[src/rtl/tmr_pkg.sv]
package tmr_pkg;
  localparam int unsigned TMR_CNT_W   = 8;
  localparam int unsigned TMR_EXP_W   = 5;
  localparam int unsigned TMR_MAX_EXP = 21;

  // Decoded control for one cycle
  typedef struct packed {
    logic load;
    logic halt;
  } tmr_ctl_t;
endpackage

[src/rtl/tmr_start_ctrl.sv]
module tmr_start_ctrl
  import tmr_pkg::*;
(
  input  logic     sw_start,
  input  logic     sw_stop,
  input  logic     tx_auto_en,
  input  logic     tx_first_bit,
  input  logic     rx_auto_en,
  input  logic     rx_begin,
  output tmr_ctl_t ctl
);
  logic any_start;

  always_comb begin
    any_start = sw_start
              | (tx_auto_en & tx_first_bit)
              | (rx_auto_en & rx_begin);
    ctl.halt  = sw_stop;
    ctl.load  = any_start & ~sw_stop;   // stop has priority
  end
endmodule

[src/rtl/tmr_prescaler.sv]
module tmr_prescaler #(
  parameter int unsigned EXP_W   = 5,
  parameter int unsigned MAX_EXP = 21
) (
  input  logic             clk,
  input  logic             rst_n,
  input  logic [EXP_W-1:0] exp_i,
  input  logic             clr_i,
  input  logic             en_i,
  output logic             tick_o
);
  localparam int unsigned DIV_W = (MAX_EXP > 0) ? MAX_EXP : 1;

  logic [EXP_W-1:0] eff_exp;
  logic [DIV_W-1:0] mask;
  logic [DIV_W-1:0] div_q, div_d;
  logic             match;

  always_comb begin
    if (exp_i > EXP_W'(MAX_EXP)) eff_exp = EXP_W'(MAX_EXP);
    else                         eff_exp = exp_i;
  end

  // Bit g of the mask is set when g is below the effective exponent
  for (genvar g = 0; g < DIV_W; g++) begin : g_mask
    assign mask[g] = (32'(eff_exp) > g);
  end

  always_comb begin
    match  = ((div_q & mask) == mask);
    tick_o = en_i & match;
    div_d  = div_q;
    if (clr_i)      div_d = '0;
    else if (en_i)  div_d = match ? '0 : div_q + 1'b1;
  end

  always_ff @(posedge clk or negedge rst_n) begin
    if (!rst_n) div_q <= '0;
    else        div_q <= div_d;
  end
endmodule

[src/rtl/tmr_down_counter.sv]
module tmr_down_counter
  import tmr_pkg::*;
#(
  parameter int unsigned CNT_W = 8
) (
  input  logic             clk,
  input  logic             rst_n,
  input  tmr_ctl_t         ctl,
  input  logic             tick,
  input  logic             auto_restart,
  input  logic [CNT_W-1:0] reload_val,
  output logic [CNT_W-1:0] count,
  output logic             running,
  output logic             expire
);
  logic [CNT_W-1:0] cnt_q, cnt_d;
  logic             run_q, run_d;
  logic             irq_q, irq_d;

  always_comb begin
    cnt_d = cnt_q;
    run_d = run_q;
    irq_d = 1'b0;
    if (ctl.halt) begin
      run_d = 1'b0;
    end else if (ctl.load) begin
      cnt_d = reload_val;
      run_d = 1'b1;
    end else if (run_q && tick) begin
      if (cnt_q <= CNT_W'(1)) begin
        irq_d = 1'b1;
        if (auto_restart) begin
          cnt_d = reload_val;
        end else begin
          cnt_d = '0;
          run_d = 1'b0;
        end
      end else begin
        cnt_d = cnt_q - 1'b1;
      end
    end
  end

  always_ff @(posedge clk or negedge rst_n) begin
    if (!rst_n) begin
      cnt_q <= '0;
      run_q <= 1'b0;
      irq_q <= 1'b0;
    end else begin
      cnt_q <= cnt_d;
      run_q <= run_d;
      irq_q <= irq_d;
    end
  end

  assign count   = cnt_q;
  assign running = run_q;
  assign expire  = irq_q;
endmodule

[src/rtl/tick_reload_timer.sv]
module tick_reload_timer
  import tmr_pkg::*;
#(
  parameter int unsigned CNT_W   = TMR_CNT_W,
  parameter int unsigned EXP_W   = TMR_EXP_W,
  parameter int unsigned MAX_EXP = TMR_MAX_EXP
) (
  input  logic             clk,
  input  logic             rst_n,
  input  logic [EXP_W-1:0] div_exp,
  input  logic [CNT_W-1:0] reload_val,
  input  logic             sw_start,
  input  logic             sw_stop,
  input  logic             tx_auto_en,
  input  logic             tx_first_bit,
  input  logic             rx_auto_en,
  input  logic             rx_begin,
  input  logic             auto_restart,
  output logic [CNT_W-1:0] count,
  output logic             running,
  output logic             expire_pulse
);
  tmr_ctl_t ctl;
  logic     tick;
  logic     div_en;

  tmr_start_ctrl u_start (
    .sw_start     (sw_start),
    .sw_stop      (sw_stop),
    .tx_auto_en   (tx_auto_en),
    .tx_first_bit (tx_first_bit),
    .rx_auto_en   (rx_auto_en),
    .rx_begin     (rx_begin),
    .ctl          (ctl)
  );

  assign div_en = running & ~ctl.halt;

  tmr_prescaler #(.EXP_W(EXP_W), .MAX_EXP(MAX_EXP)) u_div (
    .clk    (clk),
    .rst_n  (rst_n),
    .exp_i  (div_exp),
    .clr_i  (ctl.load),
    .en_i   (div_en),
    .tick_o (tick)
  );

  tmr_down_counter #(.CNT_W(CNT_W)) u_cnt (
    .clk          (clk),
    .rst_n        (rst_n),
    .ctl          (ctl),
    .tick         (tick),
    .auto_restart (auto_restart),
    .reload_val   (reload_val),
    .count        (count),
    .running      (running),
    .expire       (expire_pulse)
  );
endmodule

[config.mk]
export PLATFORM = sky130hd
export DESIGN_NAME = tick_reload_timer
export DESIGN_NICKNAME = d
export VERILOG_FILES = /design/src/rtl/tmr_pkg.sv /design/src/rtl/tmr_start_ctrl.sv /design/src/rtl/tmr_prescaler.sv /design/src/rtl/tmr_down_counter.sv /design/src/rtl/tick_reload_timer.sv
export SDC_FILE = /design/constraint.sdc
export NUM_CORES = 1
export LEC_CHECK = 0
export BUFFER_PORTS_ARGS = -buffer_cell sky130_fd_sc_hd__buf_2
export CAP_MARGIN = 10
export CORE_MARGIN = 3
export CORE_UTILIZATION = 51
export CTS_BUF_LIST = sky130_fd_sc_hd__clkbuf_8 sky130_fd_sc_hd__clkbuf_16
export DETAILED_ROUTE_END_ITERATION = 8
export PLACE_DENSITY = 0.75
export SETUP_SLACK_MARGIN = 0.15
export SLEW_MARGIN = 20
export SYNTH_ARGS = -nofsm -noshare
export SYNTH_HDL_FRONTEND = slang
export SYNTH_SLANG_ARGS = --single-unit
export TNS_END_PERCENT = 20
[constraint.sdc]
create_clock -name clk -period 2.1 [get_ports clk]
set_clock_uncertainty 0.2 [all_clocks]
set_input_delay 0.105 -clock clk [delete_from_list [all_inputs] [get_ports clk]]
set_output_delay 0.105 -clock clk [all_outputs]
set_load 0.005 [all_outputs]
Word level (Yosys, flattened, before mapping) --
Cells that the tools add are included.
Cells by class: add/subtract/negate cells 2, multiply operators 0, divide/modulo/power cells 0, order comparisons 23, equal/unequal tests 2, shift-type cells 0, multiplexer cells 17, bitwise gates (word level) 9, reductions and logical operators 7
Operator list (count):
- two-way mux 21 bit | 3
- > comparator 5 x 4 -> 1 bit (second input constant) | 8
- two-way mux 8 bit | 4
- > comparator 5 bit (second input constant) | 6
- adder 21 x 1 -> 21 bit (second input constant) | 1
- bitwise AND 21 bit | 1
- == test 21 bit | 1
- > comparator 5 x 3 -> 1 bit (second input constant) | 4
- > comparator 5 x 1 -> 1 bit (second input constant) | 2
- > comparator 5 x 2 -> 1 bit (second input constant) | 2
- two-way mux 1 bit | 9
- less-or-equal comparator 8 x 1 -> 1 bit (second input constant) | 1
- subtractor 8 x 1 -> 8 bit (second input constant) | 1
- nonzero test 3 bit | 2
- bitwise AND 1 bit | 5
- two-way mux 5 bit | 1
- nonzero test 2 bit | 2
- inequality test 3 x 2 -> 1 bit (second input constant) | 1
- AND reduction 3 bit | 1
- bitwise OR 1 bit | 2
- AND reduction 2 bit | 1
- logical AND 1 bit | 1
- NOT 1 bit | 1
Storage, ports and cells: register bits 31, latch bits 0, memory bits (writable) 0, bits in read-only memories 0, output and inout port bits 10, word-level logic and storage cells 64, memories kept 0

Logic depth before layout (Yosys ltp) --
depth in word-level cells 10, mapped depth 8

Modules after synthesis --
Synthesis repeated with hierarchy kept, for this count alone.
Second synthesis, totals: cell total of the unflattened synthesis 220, area, all modules 1965.6 sq um
Modules (own cells, without submodules):
- tmr_prescaler | instances 1, cells each 148, area an instance 1306.3 sq um, sequential area each 525.5 sq um
- tmr_down_counter | instances 1, cells each 68, area an instance 619.3 sq um, sequential area each 250.2 sq um
- tmr_start_ctrl | instances 1, cells each 3, area an instance 26.3 sq um, sequential area each 0.0 sq um
- tick_reload_timer | instances 1, cells each 1, area an instance 13.8 sq um, sequential area each 0.0 sq um

Least setup slack after synthesis --
OpenSTA, ideal clock, no wires.
path type reg-to-reg, start point register u_div.div_q[8], end point register u_cnt.cnt_q[5], in the netlist u_cnt.count[5], arrival time 1821 ps, setup slack -53 ps, cell stages (with the launch flop) 9, path buffers 2, cells stage by stage dfrtp_1 clkbuf_1 nand2b_1 o221ai_1 a2111oi_2 nand4_2 buf_2 o311ai_1 o21ai_1
On the way: word-level cells in the longest chain between the ends 6
Ends and longest elaborated chain:
- from (decl) | RTL line tmr_prescaler.sv:16 | logic [DIV_W-1:0] div_q, div_d;
- from (signal assigned) | RTL line tmr_prescaler.sv:39 | else div_q <= div_d;
- bitwise AND 21 bit | RTL line tmr_prescaler.sv:30 | match = ((div_q & mask) == mask);
- == test 21 bit | RTL line tmr_prescaler.sv:30
- bitwise AND 1 bit | RTL line tmr_prescaler.sv:31 | tick_o = en_i & match;
- logical AND 1 bit | RTL line tmr_down_counter.sv:29 | end else if (run_q && tick) begin
- nonzero test 2 bit (no line)
- AND reduction 2 bit (no line)
- to (signal assigned) | RTL line tmr_down_counter.sv:50 | cnt_q <= cnt_d;
- to (decl) | RTL line tmr_down_counter.sv:16 | logic [CNT_W-1:0] cnt_q, cnt_d;
No other way between the ends. A chain may end at the register's enable or synchronous reset.

Final worst setup path --
start point register u_div.div_q[0], end point register u_cnt.cnt_q[1], in the netlist u_cnt.count[1]
The elaborated chain is that of the path after synthesis.

==> impl_metrics.py <==
metrics = {
    "status": {
        "status": "complete, but fails checks",
        "violations": "setup timing",
    },
    "grt": {
        "grt_pass1_vias": 2334,
        "antenna_found_initial": 0,
        "grt_start_max_net_pins": 32,
        "grt_usage_pct": 28.6,
        "grt_pass1_wl_um": 11500,
        "grt_overflow": 0,
    },
    "logic_synthesis": {
        "synth_top_family_by_area": "simple AND/OR/NAND/NOR gates",
        "synth_xor_area_share_pct": 0.410,
        "syn_avg_cell_area_um2": 8.27,
        "yosys_warnings": 0,
        "synth_top_cell_area_share_pct": 36.3,
        "yosysSeqAreaShare_pct": 36.3,
        "synth_compound_area_share_pct": 27.3,
        "synth_area_mm2": 0.00213,
        "synthFlopType": "dfrtp_1",
        "synth_cell_types": 52,
        "synth_edf_count": 0,
        "synth_cells": 258,
        "ys_ff_latch": 31,
        "yosysTopAreaCell": "dfrtp_1",
        "ys_top_cells_by_area": "dfrtp_1 36%, nand2_1 4.7%, nand3_1 3.8%",
        "synth_fa_ha_area_share_pct": 1.76,
        "synthSimpleGateAreaFrac_pct": 27.6,
        "synth-async-reset-ratio_pct": 100,
        "syn-num-nets": 283,
        "synthMuxAreaShare_pct": 1.41,
    },
    "cts": {
        "clockBufferDepth": 2,
        "cts_max_level": 2,
        "clock_latency_ns": 0.29,
        "clock-root-buffer": "clkbuf_8",
        "cts.sinks": 31,
        "cts_tree": "yes",
        "cts_buffers": 5,
        "clkTransAtPathRegs_ns": 0.07,
    },
    "timing": {
        "timing.final.crit_share_pct": 104,
        "finalSetupViolations": 17,
        "finalHoldViolations": 0,
        "slew_violations": 0,
        "timing.setup.tns_ns": -0.654,
        "rsz0062_at_grt": "true",
        "period_minus_slack_ns": 2.19,
        "layout_setup_ws_ns": -0.0927,
        "fmax_mhz": 456,
        "whs_ns": 0.0238,
        "maxSlewHeadroom_pct": 52.4,
        "worst_slew_pin_slew_ns": 0.713,
    },
    "placed_design": {
        "dp_hpwl_um": 4430,
        "place.gp.congestion": 0.979,
        "io_buffers": 31,
    },
    "setup_path": {
        "critPathArrivalTime_ns": 2.20,
        "crit_required_ns": 2.11,
        "cp_max_fo": 7,
        "reg2reg_depth": 8,
        "crit_type": "reg -> reg",
        "start_kind": "flip-flop",
        "cp-end-kind": "flip-flop",
    },
    "final_layout": {
        "fin_util_pct": 77.0,
        "finalNetCount": 361,
        "drive_above_1_share_pct": 32.6,
        "n_antenna_cell": 0,
        "syn_to_final_growth_pct": 39.0,
    },
    "detailed_routing": {
        "viasPerCell": 6.57,
        "drt-wirelength-per-cell_um": 18.2,
        "drc": 0,
        "wirelength_um": 6990,
        "first_iter_violations": 300,
        "vias": 2529,
        "ant_nets": 0,
        "drtPass1Iterations": 6,
    },
    "power": {
        "powerDensity_mw_per_mm2": 567,
        "p_total_mw": 1.68,
        "p_leak_nw": 1.27,
        "ir_worst_vdd_mv": 0.664,
    },
    "floorplanning": {
        "rows": 22,
        "die_w_um": 70.7,
        "io_pins": 32,
        "start_util_pct": 55.4,
        "core_mm2": 0.00385,
        "dieArea_mm2": 0.00500,
        "die_y_um": 70.7,
    },
    "worst_hold_path": {
        "holdCritPathClass": "in -> reg",
        "whs_path_depth": 3,
    },
    "job": {
        "cap_violations": 0,
    },
}
## layout by cell type (no fill, tap or decap), types with 3 or more instances in the layout
master         instances
or3_1                  5
o21ai_1                8
nand2_1               27
dfrtp_1               30
clkbuf_8               5
o211ai_1               5
nand2b_1               5
and2_1                 3
and3_1                 7
o21ai_0                7
nand4_1               12
o311ai_2               4
ha_1                   3
a21oi_1               12
inv_1                  9
buf_4                 43
dlygate4sd3_1         11
nand3_1               14
nor3_1                 6
clkinv_2               3
mux2i_1                3
buf_2                 31
or4_1                  3
a31oi_1                9
o311ai_1               8
o22ai_1                3
nor2_1                13
## metal layers
layer / vias to the layer above / routed length [µm] / track usage (%)
met1: 1216 / 3040 / 40.1
li1: 1157 / - / -
met3: 17 / 501 / 6.53
met2: 139 / 3330 / 44.4
met5: - / 0 / 0
met4: 0 / 123 / 7.72
## critical path, cell delays in order, from the launching register on
cell and delay (ns):
dfrtp_1 0.35, buf_4 0.12, a21bo_2 0.14, o221ai_2 0.11, a2111oi_4 0.38, nand4_4 0.22, buf_8 0.20, o21ai_4 0.16
mux2i_1 0.22
## layout make-up
cell class,count,area (µm²)
multi-input cells,201,1370
fillers,283,887
flip-flops and latches,31,777
repair buffers,88,638
clock buffers,5,68.8
well taps,48,60.1
inverters,9,33.8
clock inverters,3,15.0
## what timing repair did
action                                  CTS  global route
pin swaps                                 6             8
hold endpoints to repair                 41             0
endpoints found under the setup margin   31            31
gates resized for setup                  17            14
hold buffers                             11             0
buffers inserted                          1             1
## sequential cells by signal, summed over array words and instances, names as in the netlist
| name | count |
|---|---|
| u_div.div_q | 21 |
| u_cnt.count | 8 |
| u_cnt.expire | 1 |
| u_cnt.running | 1 |
## path summary, 6_finish.rpt
kind	startpoint	endpoint	slack (ns)
max reg2reg	u_div.div_q[0]	u_cnt.count[1]	-0.09
min in group asynchronous	rst_n	u_cnt.expire	0.20
min reg2reg	u_div.div_q[20]	u_div.div_q[20]	0.36
max	u_div.div_q[0]	u_cnt.count[1]	-0.09
max in group asynchronous	rst_n	u_cnt.count[0]	1.00
min	sw_stop	u_div.div_q[0]	0.02
## metrics by stage
step                      cells  area [µm²]  setup WS (ns)
after detailed placement    364        2630         -0.204
after global routing        385        2970         -0.199
after floorplan             258        2170         0.0392
after global placement      364        2630         -0.140
after CTS                   384        2900        -0.0611
final                       385        2970        -0.0927
## power by group
group          internal [mW]  switching, mW
sequential             0.638         0.0409
clock                  0.226          0.235
combinational          0.239          0.302
total                   1.10          0.578
## Yosys cell counts (2+ instances only)
cell / number
o21ai_0: 9
nor2_1: 13
o211ai_1: 5
o311ai_1: 6
o21ai_1: 7
inv_1: 9
or3_1: 5
a21oi_1: 13
o21bai_1: 2
nand2_1: 27
a221oi_1: 2
nor3b_1: 2
clkbuf_1: 12
nor3_2: 2
or4_1: 3
nand3_1: 16
a32oi_1: 2
o22ai_1: 3
or2_2: 2
ha_1: 3
nand2b_1: 6
a211oi_1: 3
dfrtp_1: 31
nand4_1: 12
nor3_1: 7
mux2i_1: 3
nor4_1: 2
and2_1: 3
buf_2: 4
o311ai_0: 6
o31ai_1: 3
and3_1: 7
a31oi_1: 9
## kinds of logic after synthesis
kind of cell | count (synthesis)
DFF | 31
buffers and inverters | 26
xor gates and xnor gates | 1
AOI/OAI and AO/OA | 83
muxes | 3
adders and majority gates | 3
and+or+nand+nor | 111
No activity file was read; power rests on OpenSTA's default activity.
